<file path="config.mk">
export PLATFORM = sky130hd
export DESIGN_NAME = robsig_capture
export DESIGN_NICKNAME = d
export VERILOG_FILES = /design/src/rtl/robsig_pkg.sv /design/src/rtl/robsig_collect.sv /design/src/rtl/robsig_bank.sv /design/src/rtl/robsig_status.sv /design/src/rtl/robsig_capture.sv
export SDC_FILE = /design/constraint.sdc
export NUM_CORES = 1
export LEC_CHECK = 0
export CORE_MARGIN = 2
export CORE_UTILIZATION = 30
export CTS_CLUSTER_DIAMETER = 100
export DETAILED_ROUTE_END_ITERATION = 16
export GPL_TIMING_DRIVEN = 0
export PLACE_DENSITY = 0.56
export SYNTH_ARGS = -nofsm -noshare
export SYNTH_HDL_FRONTEND = slang
export SYNTH_HIERARCHICAL = 1
export SYNTH_SLANG_ARGS = --single-unit
</file>
<file path="constraint.sdc">
create_clock -name clk -period 2.2 [get_ports clk]
set_input_delay 0.33 -clock clk [delete_from_list [all_inputs] [get_ports clk]]
set_output_delay 0.33 -clock clk [all_outputs]
set_load 0.005 [all_outputs]
</file>
<file path="src/rtl/robsig_pkg.sv">
package robsig_pkg;
  localparam int BYTE_W  = 8;
  localparam int FLAG_N  = 2;
  localparam int FLG_SF  = 0;
  localparam int FLG_CHG = 1;
  typedef logic [FLAG_N-1:0] flag_vec_t;
endpackage

</file>
<file path="src/rtl/robsig_collect.sv">
module robsig_collect #(
  parameter int NUM_CH  = 24,
  parameter int FRAMES  = 12,
  parameter int A_FRAME = 5,
  parameter int B_FRAME = 11,
  parameter int TSW     = $clog2(NUM_CH),
  parameter int FW      = $clog2(FRAMES)
) (
  input  logic              clk,
  input  logic              rst,
  input  logic              ts_valid,
  input  logic [TSW-1:0]    ts_idx,
  input  logic [FW-1:0]     frame_idx,
  input  logic              sig_bit,
  input  logic              sync_lost,
  output logic              commit_o,
  output logic [NUM_CH-1:0] a_o,
  output logic [NUM_CH-1:0] b_o
);
  localparam logic [TSW-1:0] LAST_TS = TSW'(NUM_CH - 1);
  localparam logic [FW-1:0]  FA      = FW'(A_FRAME);
  localparam logic [FW-1:0]  FB      = FW'(B_FRAME);

  logic [NUM_CH-1:0] a_st, b_st, a_nx, b_nx;
  logic              whole_q;
  logic              take, start, last;

  assign take  = ts_valid && !sync_lost && (ts_idx <= LAST_TS);
  assign start = take && (frame_idx == '0) && (ts_idx == '0);
  assign last  = take && (frame_idx == FB) && (ts_idx == LAST_TS);

  always_comb begin
    a_nx = a_st;
    b_nx = b_st;
    if (take && frame_idx == FA) a_nx[ts_idx] = sig_bit;
    if (take && frame_idx == FB) b_nx[ts_idx] = sig_bit;
  end

  always_ff @(posedge clk) begin
    if (rst) begin
      a_st     <= '0;
      b_st     <= '0;
      a_o      <= '0;
      b_o      <= '0;
      whole_q  <= 1'b0;
      commit_o <= 1'b0;
    end else begin
      a_st     <= a_nx;
      b_st     <= b_nx;
      commit_o <= last && whole_q;
      if (sync_lost)  whole_q <= 1'b0;
      else if (start) whole_q <= 1'b1;
      if (last) begin
        a_o <= a_nx;
        b_o <= b_nx;
      end
    end
  end

  // no commit emerges from a cycle spent out of sync
  p_freeze_r9: assert property (@(posedge clk) disable iff (rst)
    sync_lost |=> !commit_o);
  // a commit always follows an in-sync final timeslot
  p_commit_src_r10: assert property (@(posedge clk) disable iff (rst)
    commit_o |-> $past(ts_valid) && !$past(sync_lost));
endmodule

</file>
<file path="src/rtl/robsig_bank.sv">
module robsig_bank
  import robsig_pkg::*;
#(
  parameter int NUM_CH = 24,
  parameter int NGRP   = (NUM_CH + BYTE_W - 1) / BYTE_W,
  parameter int HALF   = 2 * NGRP,
  parameter int NREG   = 2 * HALF,
  parameter int AW     = $clog2(NREG)
) (
  input  logic              clk,
  input  logic              rst,
  input  logic              commit_i,
  input  logic [NUM_CH-1:0] a_i,
  input  logic [NUM_CH-1:0] b_i,
  input  logic [AW-1:0]     rd_addr,
  output logic [BYTE_W-1:0] rd_data,
  output logic              sf_set,
  output logic              chg_set
);
  localparam int VW = 2 * NUM_CH;
  localparam logic [AW-1:0] NREG_A = AW'(NREG);

  logic [VW-1:0] new_vec, old_vec, in_vec;
  logic          primed;
  logic [BYTE_W-1:0] new_b [HALF];
  logic [BYTE_W-1:0] old_b [HALF];
  logic [BYTE_W-1:0] bank_rd [NREG];

  assign in_vec = {b_i, a_i};

  always_ff @(posedge clk) begin
    if (rst) begin
      new_vec <= '0;
      old_vec <= '0;
      primed  <= 1'b0;
      sf_set  <= 1'b0;
      chg_set <= 1'b0;
    end else begin
      sf_set  <= commit_i;
      chg_set <= commit_i && primed && (in_vec != new_vec);
      if (commit_i) begin
        old_vec <= new_vec;
        new_vec <= in_vec;
        primed  <= 1'b1;
      end
    end
  end

  for (genvar k = 0; k < HALF; k++) begin : g_reg
    for (genvar i = 0; i < BYTE_W; i++) begin : g_bit
      localparam int G   = k % NGRP;
      localparam int SIG = k / NGRP;
      localparam int CH  = G * BYTE_W + i;
      if (CH < NUM_CH) begin : g_map
        assign new_b[k][i] = new_vec[SIG*NUM_CH + CH];
        assign old_b[k][i] = old_vec[SIG*NUM_CH + CH];
      end else begin : g_pad
        assign new_b[k][i] = 1'b0;
        assign old_b[k][i] = 1'b0;
      end
    end
  end

  always_comb begin
    for (int k = 0; k < HALF; k++) begin
      bank_rd[k]        = old_b[k];
      bank_rd[k + HALF] = new_b[k];
    end
  end

  always_ff @(posedge clk) begin
    if (rst) rd_data <= '0;
    else     rd_data <= (rd_addr < NREG_A) ? bank_rd[rd_addr] : '0;
  end

  // banks only move on a commit
  p_hold_r1: assert property (@(posedge clk) disable iff (rst)
    !commit_i |=> $stable(new_vec) && $stable(old_vec));
  // the lower bank receives the former upper bank
  p_shift_r2: assert property (@(posedge clk) disable iff (rst)
    commit_i |=> old_vec == $past(new_vec));
  // a change report only accompanies an update
  p_chg_with_update_r6: assert property (@(posedge clk) disable iff (rst)
    chg_set |-> sf_set);
endmodule

</file>
<file path="src/rtl/robsig_status.sv">
module robsig_status
  import robsig_pkg::*;
(
  input  logic      clk,
  input  logic      rst,
  input  logic      sf_set_i,
  input  logic      chg_set_i,
  input  logic      clr_we,
  input  flag_vec_t clr_bits,
  input  flag_vec_t irq_mask,
  output flag_vec_t flags,
  output logic      irq
);
  flag_vec_t set_v, clr_v, nxt;

  always_comb begin
    set_v          = '0;
    set_v[FLG_SF]  = sf_set_i;
    set_v[FLG_CHG] = chg_set_i;
    clr_v          = clr_we ? clr_bits : '0;
    nxt            = (flags & ~clr_v) | set_v;
  end

  always_ff @(posedge clk) begin
    if (rst) begin
      flags <= '0;
      irq   <= 1'b0;
    end else begin
      flags <= nxt;
      irq   <= |(nxt & irq_mask);
    end
  end

  // every update leaves the superframe flag raised
  p_sf_sticky_r5: assert property (@(posedge clk) disable iff (rst)
    sf_set_i |=> flags[FLG_SF]);
  // clear without a competing set empties the change flag
  p_clr_r7: assert property (@(posedge clk) disable iff (rst)
    clr_we && clr_bits[FLG_CHG] && !chg_set_i |=> !flags[FLG_CHG]);
  // masked-off flags cannot drive the interrupt
  p_mask_r8: assert property (@(posedge clk) disable iff (rst)
    irq |-> |(flags & $past(irq_mask)));
endmodule

</file>
<file path="src/rtl/robsig_capture.sv">
module robsig_capture
  import robsig_pkg::*;
#(
  parameter int NUM_CH  = 24,
  parameter int FRAMES  = 12,
  parameter int A_FRAME = 5,
  parameter int B_FRAME = 11,
  parameter int TSW     = $clog2(NUM_CH),
  parameter int FW      = $clog2(FRAMES),
  parameter int AW      = $clog2(4 * ((NUM_CH + BYTE_W - 1) / BYTE_W))
) (
  input  logic              clk,
  input  logic              rst,
  input  logic              ts_valid,
  input  logic [TSW-1:0]    ts_idx,
  input  logic [FW-1:0]     frame_idx,
  input  logic [BYTE_W-1:0] ts_byte,
  input  logic              sync_lost,
  input  logic [AW-1:0]     rd_addr,
  output logic [BYTE_W-1:0] rd_data,
  input  logic              clr_we,
  input  logic [1:0]        clr_bits,
  input  logic [1:0]        irq_mask,
  output logic              sf_flag,
  output logic              chg_flag,
  output logic              irq
);
  logic              commit;
  logic [NUM_CH-1:0] a_v, b_v;
  logic              sf_set, chg_set;
  flag_vec_t         flags;
  logic              unused_hi;

  assign unused_hi = ^ts_byte[BYTE_W-1:1];

  robsig_collect #(
    .NUM_CH(NUM_CH), .FRAMES(FRAMES), .A_FRAME(A_FRAME),
    .B_FRAME(B_FRAME), .TSW(TSW), .FW(FW)
  ) u_collect (
    .clk(clk), .rst(rst), .ts_valid(ts_valid), .ts_idx(ts_idx),
    .frame_idx(frame_idx), .sig_bit(ts_byte[0]), .sync_lost(sync_lost),
    .commit_o(commit), .a_o(a_v), .b_o(b_v)
  );

  robsig_bank #(.NUM_CH(NUM_CH), .AW(AW)) u_bank (
    .clk(clk), .rst(rst), .commit_i(commit), .a_i(a_v), .b_i(b_v),
    .rd_addr(rd_addr), .rd_data(rd_data), .sf_set(sf_set), .chg_set(chg_set)
  );

  robsig_status u_status (
    .clk(clk), .rst(rst), .sf_set_i(sf_set), .chg_set_i(chg_set),
    .clr_we(clr_we), .clr_bits(clr_bits), .irq_mask(irq_mask),
    .flags(flags), .irq(irq)
  );

  assign sf_flag  = flags[FLG_SF];
  assign chg_flag = flags[FLG_CHG];
endmodule

</file>
# Word level (Yosys, flattened, before mapping)
# Cells that the tools add are included.
# Widths: inputs -> output; s select.
# op_classes
order_cmp	5
muxes	10
n_bitwise	6
reduce_logical	17
n_eq_ne	4
# ops
operator	n
$bwmux 24	2
$mux 24	2
$ne 48x48->1	1
$bmux 8 s4	1
$mux 8	2
$logic_and 1x1->1	11
$lt 5x6->1 const B	1
$reduce_or 2->1	3
$demux 1 s5	1
$eq 5x5->1 const B	1
$ge 5x1->1 const B	1
$ge 5x5->1 const B	1
$le 5x5->1 const B	1
$logic_not 5->1	1
$not 4->5	1
$and 2x2->2	2
$eq 4x3->1 const B	1
$eq 4x4->1 const B	1
$logic_not 4->1	1
$lt 4x4->1 const B	1
$mux 2	1
$not 2->2	1
$or 2x2->2	1
$logic_not 1->1	1
other kinds (2)	2
# totals
ff_bits	208
output_inout_bits	11
inputBits	30

# Depth between registers and ports, before layout
# depth
ltp_word	6
depth_mapped	7

# Modules after synthesis
# The synthesis kept the hierarchy.
# by_module_without_submodules
module	area_each_um2	cells_each	instances
robsig_bank	4863.4	449	1
robsig_collect	3918.8	404	1
robsig_status	101.3	10	1

# Least setup slack after synthesis
# Ideal clock, no wire load.
# synth_timing
kind	input to register
from	in frame_idx[2]
to	reg u_collect.b_o[18]
setup_slack_ps	578
cell_stages	7
required_ps	2132
setup_time_ps	68
t_arrival_ps	1554
path_cell_list	buf_6 > and3b_2 > nand4_4 > or3_4 > buf_6 > buf_6 > o2bb2ai_2
# synth_via
elab_chain_len	3
word_cells_on_any_way	4
# synth_rtl
element	line_no	text
start: declaration	robsig_capture.sv:16	input logic [FW-1:0] frame_idx,
$eq 4x4->1 *	robsig_collect.sv:30, robsig_collect.sv:36	
$logic_and 1x1->1 *	robsig_collect.sv:30, robsig_collect.sv:36	
$mux 24 / $logic_and 1x1->1 (equally long branches)	robsig_collect.sv:36, robsig_collect.sv:30	
end signal: assignment	robsig_collect.sv:55	b_o <= b_nx;
end: declaration	robsig_collect.sv:18	output logic [NUM_CH-1:0] b_o
# Mark *: on every way between the ends. The rest lies on a longest branch, timed or not.
# A chain may end at the register's enable or synchronous reset.

# Final worst setup path
# layout_timing
from	in ts_idx[1]
to	reg u_collect.b_st[18]
# layout_via
elab_chain_len	6
word_cells_on_any_way	10
# layout_rtl
element	line_no	text
start: declaration	robsig_capture.sv:15	input logic [TSW-1:0] ts_idx,
$lt 5x6->1 (implied by the code) / $ge 5x1->1 (equally long branches)	robsig_collect.sv:36	if (take && frame_idx == FB) b_nx[ts_idx] = sig_bit;
$logic_and 1x1->1 (implied by the code)	robsig_collect.sv:36	
$mux 1 (implied by the code)	robsig_collect.sv:36	
$demux 1 s5	--	
$bwmux 24	robsig_collect.sv:36	
$mux 24 *	robsig_collect.sv:36	
end signal: assignment	robsig_collect.sv:49	b_st <= b_nx;
end: declaration	robsig_collect.sv:24	logic [NUM_CH-1:0] a_st, b_st, a_nx, b_nx;
# Marks and branches as above.

==> flow_summary.toml <==
[routing]
met3WireLength_um = 1400
dr_wl_met2_um = 11600
highest_layer = "met4"
wl_met1_um = 12700
wire_per_inst_um = 19.8
wl_um = 26200
drt_iter0_drc = 511
viasPerCell = 5.13
num_vias = 6800
drc_errors = 0
firstDrtPassIters = 5
drtAntennaViolNets = 0

[layout]
fin_nets = 948
areaGrowthSynthToFinish_pct = 18.6
n_fill_cell = 2937
drive_gt1_share_pct = 14.6
antenna_cells_inserted = 0
final_area_mm2 = 0.0105

[sta]
setup_viol = 0
fin_crit_sh_pct = 95.5
slew_headroom_pct = 43.1
tightestPinTransition_ps = 846
rsz0062_at_grt = "no"
whs_ps = 197
fmax_mhz = 476
skew_ps = 18.9
period_needed_ps = 2100
finalMaxSlewViolations = 0
hold_viol = 0

[worst_setup_path]
arrival_ps = 2470
crit_required_ps = 2570
crit_path_max_incr_delay_ps = 500
reg2reg_from = "u_bank/new_vec[17]"
end_kind = "register"
cp_max_fo = 10
crit_type = "in -> reg"
path_cells = "clkdlybuf4s50_1, clkbuf_2, nor3b_1, nand4_1, o21ai_0, a21oi_1"
crit_slowest_cell = "o21ai_0"
cp-start-kind = "primary input"
crit_start = "ts_idx[1]"

[floorplan]
die_h_um = 176
fp.dieArea_mm2 = 0.0310
start_util_pct = 30.2
row_count = 63
io-pin-count = 41
die_w_um = 176
core_mm2 = 0.0294

[clock_tree]
clock_tree.root_cell = "clkbuf_16"
cts_buffers = 24
cts_tree = "built"
clock-sinks = 207
hold_buffers = 0
clock_latency_ps = 520
clockBufferDepth = 3
clkSlewWorstSetupHoldPaths_ps = 60
cts_setup_buffers = 0
ctsHtreeMaxLevel = 1

[logic_synthesis]
yosysUniqueCellTypes = 50
synth_edf_count = 0
synth_cells = 863
yosysTopAreaCell = "dfxtp_1"
async_flop_share_pct = 0
ys_ff_latch = 207
ys_seq_area_share_pct = 46.6
syn-num-nets = 893
netlist_area_mm2 = 0.00888
syn_avg_cell_area_um2 = 10.3
synth_top_flop_cell = "dfxtp_1"
yosys-top-cells-count = "207 x dfxtp_1, 110 x nor2_1, 101 x mux2i_1"
yosysMostFrequentCell = "dfxtp_1"
synthTopCellsByArea = "dfxtp_1 47%, mux2i_1 11%, mux4_2 5.3%"
yosysWarnings = 6
synth.top_cell.area_share_pct = 46.6

[global_route]
grt_max_degree = 14
grt_pass1_vias = 6384
overflow = 0
grtUsageTotal_pct = 16.8
grt_antenna_before_repair = 0
grt_pass1_wl_um = 40100

[worst_hold_path]
hp-start = "ts_byte[0]"
hold_path.class = "in -> reg"

[placed_design]
gp_congestion = 0.863
placed_area_mm2 = 0.00966
portBuffers = 29
dp_hpwl_um = 19400

[power_and_ir_drop]
powerDensity_mw_per_mm2 = 784
finalPower_w = 0.00826
ir_drop_v = 0.000577
p_leak_nw = 3.34

[run]
cap_viol_max_count = 0

[run_status]
status = "finished, final reports clean"
-- what timing repair did --
| item | 4_1_cts | 5_1_grt |
|---|---|---|
| setup endpoints to repair | 6 | 13 |
| resized for setup | 3 | 2 |
| pin swaps | 0 | 0 |
-- worst paths after layout --
check        cells after the start                  to  slack, ps
max                              6  u_collect/b_st[18]        100
min reg2reg                      2   u_collect/b_o[11]        470
min                              3   u_collect/b_st[3]        200
max reg2reg                      4      u_bank/chg_set        540
-- cell usage in the layout (no fill, tap or decap), types with 18 or more instances in the layout --
cell | netlist | final
nor2_1 | 110 | 110
clkdlybuf4s50_1 | 0 | 29
nand2_1 | 46 | 46
xnor2_1 | 48 | 48
a21oi_1 | 55 | 54
clkbuf_16 | 0 | 25
clkbuf_1 | 25 | 26
mux4_2 | 21 | 21
mux2i_1 | 101 | 101
o2bb2ai_1 | 18 | 18
o2bb2ai_2 | 20 | 20
nand3_1 | 26 | 26
buf_2 | 25 | 25
dfxtp_1 | 207 | 207
o21ai_0 | 41 | 41
-- layout make-up --
type / count / area [um^2] / share of cell area, %
tap: 390 / 488 / 4.63
buffer: 61 / 324 / 3.07
clock inverter: 8 / 100 / 0.950
multi-input combinational: 592 / 4420 / 42.0
timing repair buffer: 29 / 290 / 2.75
clock buffer: 36 / 757 / 7.18
sequential: 207 / 4140 / 39.3
inverter: 3 / 11.3 / 0.107
-- power breakdown --
| group | internal (W) | total (W) | leakage (nW) | switching (W) |
|---|---|---|---|---|
| Combinational | 0.0000981 | 0.000306 | 1.25 | 0.000208 |
| Clock | 0.00261 | 0.00421 | 0.429 | 0.00159 |
| Sequential | 0.00375 | 0.00375 | 1.67 | 0.000000134 |
-- flip-flops by register name, indices dropped and copies added (netlist names) --
| register | flops |
|---|---|
| u_collect/a_st | 24 |
| u_bank/rd_data | 8 |
| u_status/irq | 1 |
| u_collect/b_st | 23 |
| u_bank/primed | 1 |
| u_bank/chg_set | 1 |
| u_bank/old_vec | 48 |
| u_collect/a_o | 24 |
| u_collect/commit_o | 1 |
| u_bank/new_vec | 48 |
| u_collect/b_o | 24 |
| u_collect/whole_q | 1 |
| u_status/flags | 2 |
| u_bank/sf_set | 1 |
-- critical path, delay by kind of cell --
family                 cells  cell delay (ps)
AND/OR/NAND/NOR            2              830
buffers and inverters      2              700
AO/OA/AOI/OAI              2              610
-- cell families after synthesis --
logic type	after synthesis	share of synthesized area, %
simple gates	257	14.4
mux	125	17.6
xor+xnor	48	4.73
compound gates	162	12.9
flops	207	46.6
buf+inv	64	3.76
-- layer usage --
layer / track usage [%] / vias up
li1: - / 3228
met1: 24.7 / 3310
met2: 25.8 / 229
met3: 2.39 / 33
met4: 4.48 / 0
met5: 0 / -
-- through the flow --
step                      instances  TNS (ps)  util [%]  setup WS (ps)
after floorplan                 863         0         -            578
after global placement         1282    -57800      32.9           -585
after detailed placement       1282    -55440      32.9           -564
after CTS                      1326         0      35.8           49.5
after global routing           1326         0      35.8           29.3
final                          1326         0      35.8           97.9
Note: power is estimated with default switching activity, not from simulation.
